`config.mk`:
```
export PLATFORM = sky130hd
export DESIGN_NAME = refclk_frac_div
export DESIGN_NICKNAME = d
export VERILOG_FILES = /design/src/rtl/refclk_pkg.sv /design/src/rtl/refclk_regs.sv /design/src/rtl/refclk_src_sel.sv /design/src/rtl/refclk_frac_engine.sv /design/src/rtl/refclk_frac_div.sv
export SDC_FILE = /design/constraint.sdc
export NUM_CORES = 1
export LEC_CHECK = 0
export ABC_AREA = 1
export BUFFER_PORTS_ARGS = -buffer_cell sky130_fd_sc_hd__buf_2
export CORE_MARGIN = 2
export CORE_UTILIZATION = 45
export CTS_BUF_LIST = sky130_fd_sc_hd__clkbuf_2 sky130_fd_sc_hd__clkbuf_4 sky130_fd_sc_hd__clkbuf_8
export DETAILED_ROUTE_END_ITERATION = 16
export PLACE_DENSITY = 0.63
export SLEW_MARGIN = 20
export SYNTH_ARGS = -nofsm -noshare
export SYNTH_HDL_FRONTEND = slang
export SYNTH_SLANG_ARGS = --single-unit
```
`constraint.sdc`:
```
create_clock -name clk_i -period 3.25 [get_ports clk_i]
set_clock_uncertainty 0.05 [all_clocks]
set_input_delay 0.4875 -clock clk_i [delete_from_list [all_inputs] [get_ports clk_i]]
set_output_delay 0.4875 -clock clk_i [all_outputs]
set_load 0.01 [all_outputs]
```
`src/rtl/refclk_pkg.sv`:
```
package refclk_pkg;
  localparam int DATA_W = 32;
  localparam int ADDR_W = 5;
  localparam int SEL_W  = 4;
  localparam int DIV_W  = 15;
  localparam int TRIM_W = 9;
  localparam int N_SRC  = 3;

  localparam int SEL_LSB  = 0;
  localparam int ACT_BIT  = 8;
  localparam int SW_BIT   = 9;
  localparam int OE_BIT   = 12;
  localparam int ON_BIT   = 15;
  localparam int DIV_LSB  = 16;
  localparam int TRIM_LSB = 23;

  localparam logic [DATA_W-1:0] CTRL_WMASK = 32'h7FFF_900F;
  localparam logic [DATA_W-1:0] TRIM_WMASK = 32'hFF80_0000;

  localparam logic [ADDR_W-1:0] OFS_CTRL     = 5'h00;
  localparam logic [ADDR_W-1:0] OFS_CTRL_CLR = 5'h04;
  localparam logic [ADDR_W-1:0] OFS_CTRL_SET = 5'h08;
  localparam logic [ADDR_W-1:0] OFS_TRIM     = 5'h10;
  localparam logic [ADDR_W-1:0] OFS_TRIM_CLR = 5'h14;
  localparam logic [ADDR_W-1:0] OFS_TRIM_SET = 5'h18;

  localparam logic [SEL_W-1:0] SRC_SYS = 4'd0;
  localparam logic [SEL_W-1:0] SRC_PLL = 4'd7;
  localparam logic [SEL_W-1:0] SRC_EXT = 4'd8;

  typedef enum logic [1:0] {OP_NONE, OP_WRITE, OP_CLR, OP_SET} reg_op_e;

  function automatic logic [SEL_W-1:0] src_code(input int idx);
    case (idx)
      0:       return SRC_SYS;
      1:       return SRC_PLL;
      default: return SRC_EXT;
    endcase
  endfunction

  function automatic logic [DATA_W-1:0] reg_merge(input reg_op_e op,
                                                  input logic [DATA_W-1:0] old,
                                                  input logic [DATA_W-1:0] w);
    case (op)
      OP_WRITE: return w;
      OP_CLR:   return old & ~w;
      OP_SET:   return old | w;
      default:  return old;
    endcase
  endfunction
endpackage

```
`src/rtl/refclk_regs.sv`:
```
module refclk_regs
  import refclk_pkg::*;
(
  input  logic              clk_i,
  input  logic              rst_ni,
  input  logic              we_i,
  input  logic [ADDR_W-1:0] addr_i,
  input  logic [DATA_W-1:0] wdata_i,
  input  logic              apply_i,
  output logic [DATA_W-1:0] ctrl_img_o,
  output logic [DATA_W-1:0] trim_img_o,
  output logic              sw_set_o,
  output logic              sw_o,
  output logic              on_o,
  output logic              oe_o,
  output logic [SEL_W-1:0]  sel_o,
  output logic [DIV_W-1:0]  div_o,
  output logic [TRIM_W-1:0] trim_o
);
  reg_op_e ctrl_op, trim_op;
  logic [DATA_W-1:0] ctrl_q, trim_q;
  logic sw_q;

  always_comb begin
    ctrl_op = OP_NONE;
    trim_op = OP_NONE;
    if (we_i) begin
      unique case (addr_i)
        OFS_CTRL:     ctrl_op = OP_WRITE;
        OFS_CTRL_CLR: ctrl_op = OP_CLR;
        OFS_CTRL_SET: ctrl_op = OP_SET;
        OFS_TRIM:     trim_op = OP_WRITE;
        OFS_TRIM_CLR: trim_op = OP_CLR;
        OFS_TRIM_SET: trim_op = OP_SET;
        default: ;
      endcase
    end
  end

  // request only from plain or set access; clear alias cannot cancel it
  assign sw_set_o = ((ctrl_op == OP_WRITE) || (ctrl_op == OP_SET)) && wdata_i[SW_BIT];

  always_ff @(posedge clk_i or negedge rst_ni) begin
    if (!rst_ni) begin
      ctrl_q <= '0;
      trim_q <= '0;
      sw_q   <= 1'b0;
    end else begin
      if (ctrl_op != OP_NONE) ctrl_q <= reg_merge(ctrl_op, ctrl_q, wdata_i) & CTRL_WMASK;
      if (trim_op != OP_NONE) trim_q <= reg_merge(trim_op, trim_q, wdata_i) & TRIM_WMASK;
      sw_q <= sw_set_o | (sw_q & ~apply_i);
    end
  end

  always_comb begin
    ctrl_img_o          = ctrl_q;
    ctrl_img_o[SW_BIT]  = sw_q;
    ctrl_img_o[ACT_BIT] = sw_q;
  end

  assign trim_img_o = trim_q;
  assign sw_o       = sw_q;
  assign on_o       = ctrl_q[ON_BIT];
  assign oe_o       = ctrl_q[OE_BIT];
  assign sel_o      = ctrl_q[SEL_LSB +: SEL_W];
  assign div_o      = ctrl_q[DIV_LSB +: DIV_W];
  assign trim_o     = trim_q[TRIM_LSB +: TRIM_W];
endmodule

```
`src/rtl/refclk_src_sel.sv`:
```
module refclk_src_sel
  import refclk_pkg::*;
(
  input  logic             clk_i,
  input  logic             rst_ni,
  input  logic [N_SRC-1:0] src_i,
  input  logic [SEL_W-1:0] sel_i,
  output logic             lvl_o,
  output logic             tick_o
);
  logic [N_SRC-1:0] hit;
  logic lvl_q;

  for (genvar g = 0; g < N_SRC; g++) begin : g_hit
    assign hit[g] = (sel_i == src_code(g));
  end

  assign lvl_o = |(hit & src_i);

  always_ff @(posedge clk_i or negedge rst_ni) begin
    if (!rst_ni) lvl_q <= 1'b0;
    else         lvl_q <= lvl_o;
  end

  assign tick_o = lvl_o & ~lvl_q;
endmodule

```
`src/rtl/refclk_frac_engine.sv`:
```
module refclk_frac_engine #(
  parameter int DIV_W  = 15,
  parameter int TRIM_W = 9,
  parameter int SEL_W  = 4
) (
  input  logic              clk_i,
  input  logic              rst_ni,
  input  logic              run_i,
  input  logic              sw_i,
  input  logic [SEL_W-1:0]  stg_sel_i,
  input  logic [DIV_W-1:0]  stg_div_i,
  input  logic [TRIM_W-1:0] stg_trim_i,
  input  logic              lvl_i,
  input  logic              tick_i,
  output logic              apply_o,
  output logic              out_o,
  output logic [SEL_W-1:0]  sel_o,
  output logic [DIV_W-1:0]  div_o,
  output logic [DIV_W:0]    cnt_o,
  output logic              ext_o
);
  localparam int LEN_W = DIV_W + 1;

  logic [DIV_W-1:0]  div_q;
  logic [TRIM_W-1:0] trim_q, acc_q;
  logic [SEL_W-1:0]  sel_q;
  logic [LEN_W-1:0]  cnt_q, len;
  logic [TRIM_W:0]   acc_sum;
  logic ext_q, out_q, bypass, half_end, boundary;

  assign bypass   = (div_q == '0);
  assign len      = {1'b0, div_q} + LEN_W'(ext_q);
  assign half_end = tick_i && ((cnt_q + 1'b1) == len);
  assign acc_sum  = {1'b0, acc_q} + {1'b0, trim_q};

  // period boundary: falling edge in divide mode, low level in bypass
  assign boundary = !run_i || (bypass ? !out_q : (half_end && out_q));
  assign apply_o  = sw_i && boundary;

  always_ff @(posedge clk_i or negedge rst_ni) begin
    if (!rst_ni) begin
      div_q <= '0; trim_q <= '0; sel_q <= '0;
      cnt_q <= '0; acc_q <= '0; ext_q <= 1'b0; out_q <= 1'b0;
    end else if (apply_o) begin
      div_q <= stg_div_i; trim_q <= stg_trim_i; sel_q <= stg_sel_i;
      cnt_q <= '0; acc_q <= '0; ext_q <= 1'b0; out_q <= 1'b0;
    end else if (!run_i) begin
      cnt_q <= '0; acc_q <= '0; ext_q <= 1'b0; out_q <= 1'b0;
    end else if (bypass) begin
      cnt_q <= '0;
      out_q <= lvl_i;
    end else if (tick_i) begin
      if (half_end) begin
        out_q <= ~out_q;
        cnt_q <= '0;
        acc_q <= acc_sum[TRIM_W-1:0];
        ext_q <= acc_sum[TRIM_W];
      end else begin
        cnt_q <= cnt_q + 1'b1;
      end
    end
  end

  assign out_o = out_q;
  assign sel_o = sel_q;
  assign div_o = div_q;
  assign cnt_o = cnt_q;
  assign ext_o = ext_q;
endmodule

```
`src/rtl/refclk_frac_div.sv`:
```
module refclk_frac_div
  import refclk_pkg::*;
(
  input  logic              clk_i,
  input  logic              rst_ni,
  input  logic              reg_we_i,
  input  logic [ADDR_W-1:0] reg_addr_i,
  input  logic [DATA_W-1:0] reg_wdata_i,
  output logic [DATA_W-1:0] reg_rdata_o,
  input  logic              sys_src_i,
  input  logic              pll_src_i,
  input  logic              ext_src_i,
  output logic              ref_clk_o
);
  logic [DATA_W-1:0] ctrl_img, trim_img;
  logic sw_set, sw_q, on, oe, run, apply, lvl, tick, out_q, ext;
  logic [SEL_W-1:0]  stg_sel, sel_act;
  logic [DIV_W-1:0]  stg_div, div_act;
  logic [TRIM_W-1:0] stg_trim;
  logic [DIV_W:0]    cnt;

  refclk_regs u_regs (
    .clk_i, .rst_ni,
    .we_i(reg_we_i), .addr_i(reg_addr_i), .wdata_i(reg_wdata_i),
    .apply_i(apply),
    .ctrl_img_o(ctrl_img), .trim_img_o(trim_img),
    .sw_set_o(sw_set), .sw_o(sw_q), .on_o(on), .oe_o(oe),
    .sel_o(stg_sel), .div_o(stg_div), .trim_o(stg_trim)
  );

  refclk_src_sel u_src (
    .clk_i, .rst_ni,
    .src_i({ext_src_i, pll_src_i, sys_src_i}),
    .sel_i(sel_act), .lvl_o(lvl), .tick_o(tick)
  );

  refclk_frac_engine #(.DIV_W(DIV_W), .TRIM_W(TRIM_W), .SEL_W(SEL_W)) u_eng (
    .clk_i, .rst_ni,
    .run_i(run), .sw_i(sw_q),
    .stg_sel_i(stg_sel), .stg_div_i(stg_div), .stg_trim_i(stg_trim),
    .lvl_i(lvl), .tick_i(tick),
    .apply_o(apply), .out_o(out_q), .sel_o(sel_act), .div_o(div_act),
    .cnt_o(cnt), .ext_o(ext)
  );

  assign run         = on & oe;
  assign ref_clk_o   = out_q & run;
  assign reg_rdata_o = reg_addr_i[ADDR_W-1] ? trim_img : ctrl_img;
endmodule

```
==> reports/qor.yml, run 1 <==
status: "finished clean"
final_cells: 1112
min_period_ns: 2.91
cellLeakagePower_nw: 3.49
crit_slowest_cell: "dfrtp_1"
cp-startpoint: "u_eng.ext_o"
fmax_mhz: 343
yosysSeqAreaShare: 0.360
p_clk_frac: 0.233
track_usage: 0.234
dp_slack_ns: 0.253
synth_area_per_cell_um2: 6.83
routed_via_density: 5.32
worst_path_most_repeated_cell: "nand2_1"
max-vdd-ir-drop_mv: 0.401
drtAntennaViolNets: 0
diodes: 0
synth_cells: 885
worstPathCellList: "ha_1 -> ha_2 -> nand3_2 -> inv_2 -> nand3_1 -> nand2_1 -> nand2_1 -> nand2_1 -> and2_1 -> nand2_1 -> nor2_1 -> nand4_1 -> nand2_1 -> nand2_2 -> buf_12 -> nand2_1 -> o21ai_0"
whs_ns: 0.0281
r2r_end: "u_eng.div_o[3]"
port_buffers: 58
reg2reg_depth: 17
ys_ff_latch: 87
synth.distinct_cells: 41
clock-sinks: 87
insertion_delay_ns: 0.39
clk_pin_slew_ns: 0.10
timing.rr.start: "u_eng.ext_o"
grt_pass1_wl_um: 27000
area_growth_pct: 10.1
wl_per_cell_um: 14.2
synthArstFlopShare: 1.00
die_area_um2: 14400
drc: 0
min_period_over_period: 0.896
tns_ns: 0
switching_share: 0.389
drt_wl_total_um: 15800
die_width_um: 120
slew_headroom: 0.466
max-clock-path-buffers: 2
cp.arrival_ns: 3.12
p_switching_mw: 1.22
worstPathMaxFanout: 55
placed_cell_area_um2: 6460
worstMarginPinSlew_ns: 0.799
io_pins: 76
synth_edf_count: 0
netlist_area_um2: 6040
vias: 5911
met3WireLength_um: 753
grt_max_degree: 56
ff2ff_setup_slack_ns: 0.34
dp.cells: 1097
dp.final_hpwl_um: 11800
setup_ws_ns: 0.338
firstDrtPassIters: 5
grt.overflow.total: 0
antenna_found_initial: 0
drt_iter0_drc: 384
startpoint_type: "flop"
cts_root_buffer: "clkbuf_8"
slew_viol_final: 0
critPathMaxStageDelay_ns: 0.40
pwr-share-comb: 0.313
endpoint_kind: "flop"
ys_warn_count: 0
start_util: 0.458
pwr-share-seq: 0.454
rows: 42
grt_setup_unrepaired: "no"
ctsHoldBuffers: 0
dieHeight_um: 120
htree_num_levels: 3
total_power_mw: 3.12
hp-class: "in2async"
intPower_mw: 1.91
route.met2.wl_um: 7460
cap_violations: 0
pwr_density_cell_nw_per_um2: 470
gp_congestion: 0.893
ys.flop_type: "dfrtp_1"
numCtsBuffers: 9
design_area_um2: 6650
finalSetupViolCount: 0
final_nets: 989
worstPathRequired_ns: 3.46
cts_tree: "yes"
cts_resized: 0
routed.top_layer: "met4"
finalHoldViolCount: 0
crit_type: "reg2reg"
drive_above_1_share: 0.124
core_um2: 13200
post_cts_buffers: 0
utilization: 0.504
wl_met1_um: 7350
grt_pass1_vias: 5419
[cells by family (layout without fill, tap and decap cells)]
kind of cell	count (synthesis)	after routing	synth area share
AND/OR/NAND/NOR	536	536	0.391
buffers and inverters	134	178	0.0996
AO/OA/AOI/OAI	102	102	0.102
flip-flops	87	87	0.360
adder cells (fa/ha/maj)	14	14	0.0302
XOR/XNOR	11	11	0.0159
other	1	8	0.000620
[cells in the mapped netlist, types with 2 or more instances]
cell / n / share of area
nor3_1: 5 / 0.0041
nor2_4: 3 / 0.0056
o21ai_2: 5 / 0.0072
clkinv_1: 3 / 0.0019
nand2_2: 3 / 0.0031
nor2_2: 5 / 0.0052
buf_2: 3 / 0.0025
nand3b_1: 2 / 0.0025
nand3_2: 2 / 0.0033
inv_1: 86 / 0.053
buf_6: 6 / 0.011
buf_4: 13 / 0.016
nand4_1: 65 / 0.067
a21oi_1: 28 / 0.023
xor2_1: 7 / 0.010
inv_2: 2 / 0.0012
clkbuf_1: 19 / 0.012
nand2_1: 293 / 0.18
a22oi_1: 30 / 0.037
dfrtp_1: 87 / 0.36
nand3_1: 68 / 0.056
o21ai_0: 33 / 0.027
xnor2_1: 4 / 0.0058
nor2_1: 84 / 0.052
ha_1: 13 / 0.027
[how the worst max path moves through the flow]
stage               cells after the start              end  slack, ns
global placement                       17  u_eng.cnt_o[11]       0.28
CTS                                    17   u_eng.cnt_o[0]       0.25
floorplan                              18   u_eng.cnt_o[4]       0.81
detailed placement                     15      u_eng.ext_o       0.25
finish                                 17   u_eng.div_o[3]       0.34
global route                           16   u_eng.div_o[9]     0.0003
[layout by cell type (no fill, tap or decap), drive strengths merged, types with 5 or more instances in the layout]
cell type / count
clkinv: 5
buf: 72
o21ai: 38
nand2: 297
a22oi: 30
conb: 8
clkbuf: 11
dfrtp: 87
inv: 89
nor2: 93
nand3: 70
xor2: 7
a21oi: 28
ha: 13
nor3: 5
nand4: 65
[final cells by class]
cell class              instances  area, um^2
clock buffers                  11         145
clock inverters                 4        30.0
fillers                      1362        6540
inverters                      91         342
multi-input cells             671        3320
flip-flops and latches         87        2180
well taps                     176         220
repair buffers                 72         423
[critical path: cells and delay by family, from the launching register on]
kind,cells,cell delay [ns]
buffers and inverters,2,0.39
DFF,1,0.40
adders and majority gates,2,0.49
and+or+nand+nor,12,1.35
AOI/OAI and AO/OA,1,0.07
[flip-flops by register name, summed over array words and instances, names as in the netlist]
| name | flops |
|---|---|
| u_eng.acc_q | 9 |
| u_eng.cnt_o | 16 |
| u_eng.div_o | 15 |
| u_eng.ext_o | 1 |
| u_eng.out_o | 1 |
| u_eng.sel_o | 4 |
| u_eng.trim_q | 9 |
| u_regs.ctrl_q | 21 |
| u_regs.sw_o | 1 |
| u_regs.trim_img_o | 9 |
| u_src.lvl_q | 1 |
[metal layers]
layer / GRT usage / vias to the layer above
met5: 0 / -
met4: 0.0574 / 0
met3: 0.0509 / 18
met2: 0.383 / 152
met1: 0.316 / 2747
li1: - / 2994
[power by group through the flow]
stage	Sequential (mW)	Clock, mW	Combinational [mW]
2_1_floorplan	1.38	0	0.701
3_3_place_gp	1.43	0	0.959
3_5_place_dp	1.44	0	0.969
4_1_cts	1.42	0.748	0.974
5_1_grt	1.44	0.785	1.13
6_report	1.42	0.729	0.977
No activity file was read; power rests on OpenSTA's default activity.
==> inputs of run 2 (changes only) <==
Settings changed: CORE_UTILIZATION 45 to 55, PLACE_DENSITY 0.63 to 0.75, RECOVER_POWER set to 50.
==> run 2 against run 1 <==
The run now ends with max-capacitance violations, max-slew violations left. Critical path type unchanged. Wire length is 3.0% lower. Maximum frequency increased by 1.7%. Cell area is 0.38% lower. Utilization increased by 11 points. Via count is 0.22% higher. Critical path depth is the same. Power up 4.5%. Critical endpoint is now u_eng.div_o[6]. Die area decreased by 18%. Non-clock buffer count up 3. Combinational power fell by 1%. Sequential power about the same.
==> reports/qor.yml, run 2 (synthesized netlist as in run 1, its figures left out) <==
cap_violations: 1
gp_congestion: 0.922
multiInputGateArea_um2: 3300
grt_pass1_vias: 5571
dp_slack_ns: 0.247
track_usage: 0.278
routed.top_layer: "met4"
cp.arrival_ns: 3.05
p_switching_mw: 1.21
start_util: 0.560
final_nets: 992
pwr-share-seq: 0.435
worstPathRequired_ns: 3.43
total_power_mw: 3.27
min_period_over_period: 0.881
htree_num_levels: 3
final-seq-area_um2: 2180
tns_ns: 0
switching_share: 0.370
setup_ws_ns: 0.387
layout_commonest_cell: "nand2_1"
cellLeakagePower_nw: 3.49
utilization: 0.614
die_area_um2: 11800
grt_max_degree: 56
final_cells: 1080
pwr-share-comb: 0.295
die_width_um: 109
final_cell_mix: "293 x nand2_1, 87 x dfrtp_1, 85 x inv_1"
numCtsBuffers: 9
io_pins: 76
slew_viol_final: 34
largest_register: "u_regs.ctrl_q"
worstPathCellList: "ha_1 -> ha_1 -> nand3_2 -> inv_2 -> nand3_1 -> nand2_1 -> nand2_1 -> nand2_1 -> and2_1 -> nand2_1 -> nor2_1 -> nand4_1 -> nand2_1 -> nand2_2 -> buf_6 -> nand2_1 -> o21ai_0"
p_clk_frac: 0.270
max-vdd-ir-drop_mv: 0.353
max-clock-path-buffers: 2
vias: 5924
startpoint_type: "flop"
drive_above_1_share: 0.116
endpoint_kind: "flop"
dieHeight_um: 109
wl_met1_um: 6870
drtAntennaViolNets: 0
status: "finished with violations"
grt_setup_unrepaired: "no"
grt.overflow.total: 0
core_um2: 10800
largest_register_ffs: 21
violations: "max-capacitance violations, max-slew violations"
pwr_density_cell_nw_per_um2: 493
insertion_delay_ns: 0.37
drc: 0
fmax_mhz: 349
drt_iter0_drc: 395
intPower_mw: 2.06
min_period_ns: 2.86
worstMarginPinSlew_ns: 1.70
worstPathMaxFanout: 55
firstDrtPassIters: 5
critical_path.top_delay_family: "simple AND/OR/NAND/NOR gates"
met3WireLength_um: 785
port_buffers: 58
slew_headroom: -0.131
drt_wl_total_um: 15300
grt_pass1_wl_um: 26000
critPathMaxStageDelay_ns: 0.42
area_growth_pct: 9.67
diodes: 0
finalSetupViolCount: 0
worst_path_most_repeated_cell: "nand2_1"
dp.final_hpwl_um: 11300
crit_buf_inv: 2
cts_root_buffer: "clkbuf_8"
wl_per_cell_um: 14.2
clock-sinks: 87
crit_type: "reg2reg"
dp.cells: 1061
hp-class: "in2reg"
crit_slowest_cell: "dfrtp_1"
cts_tree: "yes"
route.met2.wl_um: 7400
final.fill_count: 1035
clk_pin_slew_ns: 0.09
antenna_found_initial: 0
rows: 38
routed_via_density: 5.49
finalHoldViolCount: 0
## run 2: cell count changes in the layout (fill, tap and decap cells not counted), moves of 2 or more
cell       delta
clkbuf_1      +8
buf_12        -2
buf_2         -6
clkbuf_4      +2
clkbuf_2      +2
bufinv_16     +2
## run 2: cell type report
class,instances,area share
clock inverter,4,0.0117
timing repair buffer,75,0.0613
sequential,87,0.328
multi-input combinational,671,0.498
clock buffer,12,0.0221
tap,140,0.0264
inverter,91,0.0515
## run 2: stage by stage
stage	hold slack [ns]	cell area [um^2]
after global placement	0.395	6390
after CTS	0.234	6620
after global routing	0.237	6630
final	0.242	6630
after detailed placement	0.400	6390
after floorplan	0.142	6070
## run 2: power by group through the flow
stage | Sequential [mW] | Clock [mW] | Combinational [mW]
finish | 1.42 | 0.884 | 0.963
global route | 1.45 | 0.933 | 1.10
CTS | 1.42 | 0.889 | 0.962
detailed placement | 1.44 | 0 | 0.956
global placement | 1.43 | 0 | 0.942
floorplan | 1.38 | 0 | 0.701
## run 2: path summary, 6_finish.rpt
| kind | startpoint | endpoint | slack [ns] | depth (start not counted) |
|---|---|---|---|---|
| worst max register to register | u_eng.div_o[0] | u_eng.div_o[6] | 0.39 | 17 |
| min in group asynchronous | rst_ni | u_regs.trim_img_o[25] | 1.05 | 2 |
| worst min register to register | u_eng.trim_q[5] | u_eng.trim_q[5] | 0.44 | 2 |
| max in group asynchronous | rst_ni | u_eng.cnt_o[3] | 0.60 | 3 |
| worst min-delay path | reg_wdata_i[22] | u_regs.ctrl_q[22] | 0.24 | 2 |
| worst max-delay path | u_eng.div_o[0] | u_eng.div_o[6] | 0.39 | 17 |
## run 2: repair_timing
action | 4_1_cts | 5_1_grt
setup buffers | 0 | 2
hold buffers | 1 | 0
endpoints found under the hold margin | 15 | 0
resized for setup | 0 | 5
endpoints found under the setup margin | 0 | 42
## run 2: routing by layer
| metal | vias to the layer above | GRT usage |
|---|---|---|
| met5 | - | 0 |
| met4 | 0 | 0.0733 |
| met3 | 24 | 0.0430 |
| met2 | 168 | 0.474 |
| met1 | 2734 | 0.369 |
| li1 | 2998 | - |
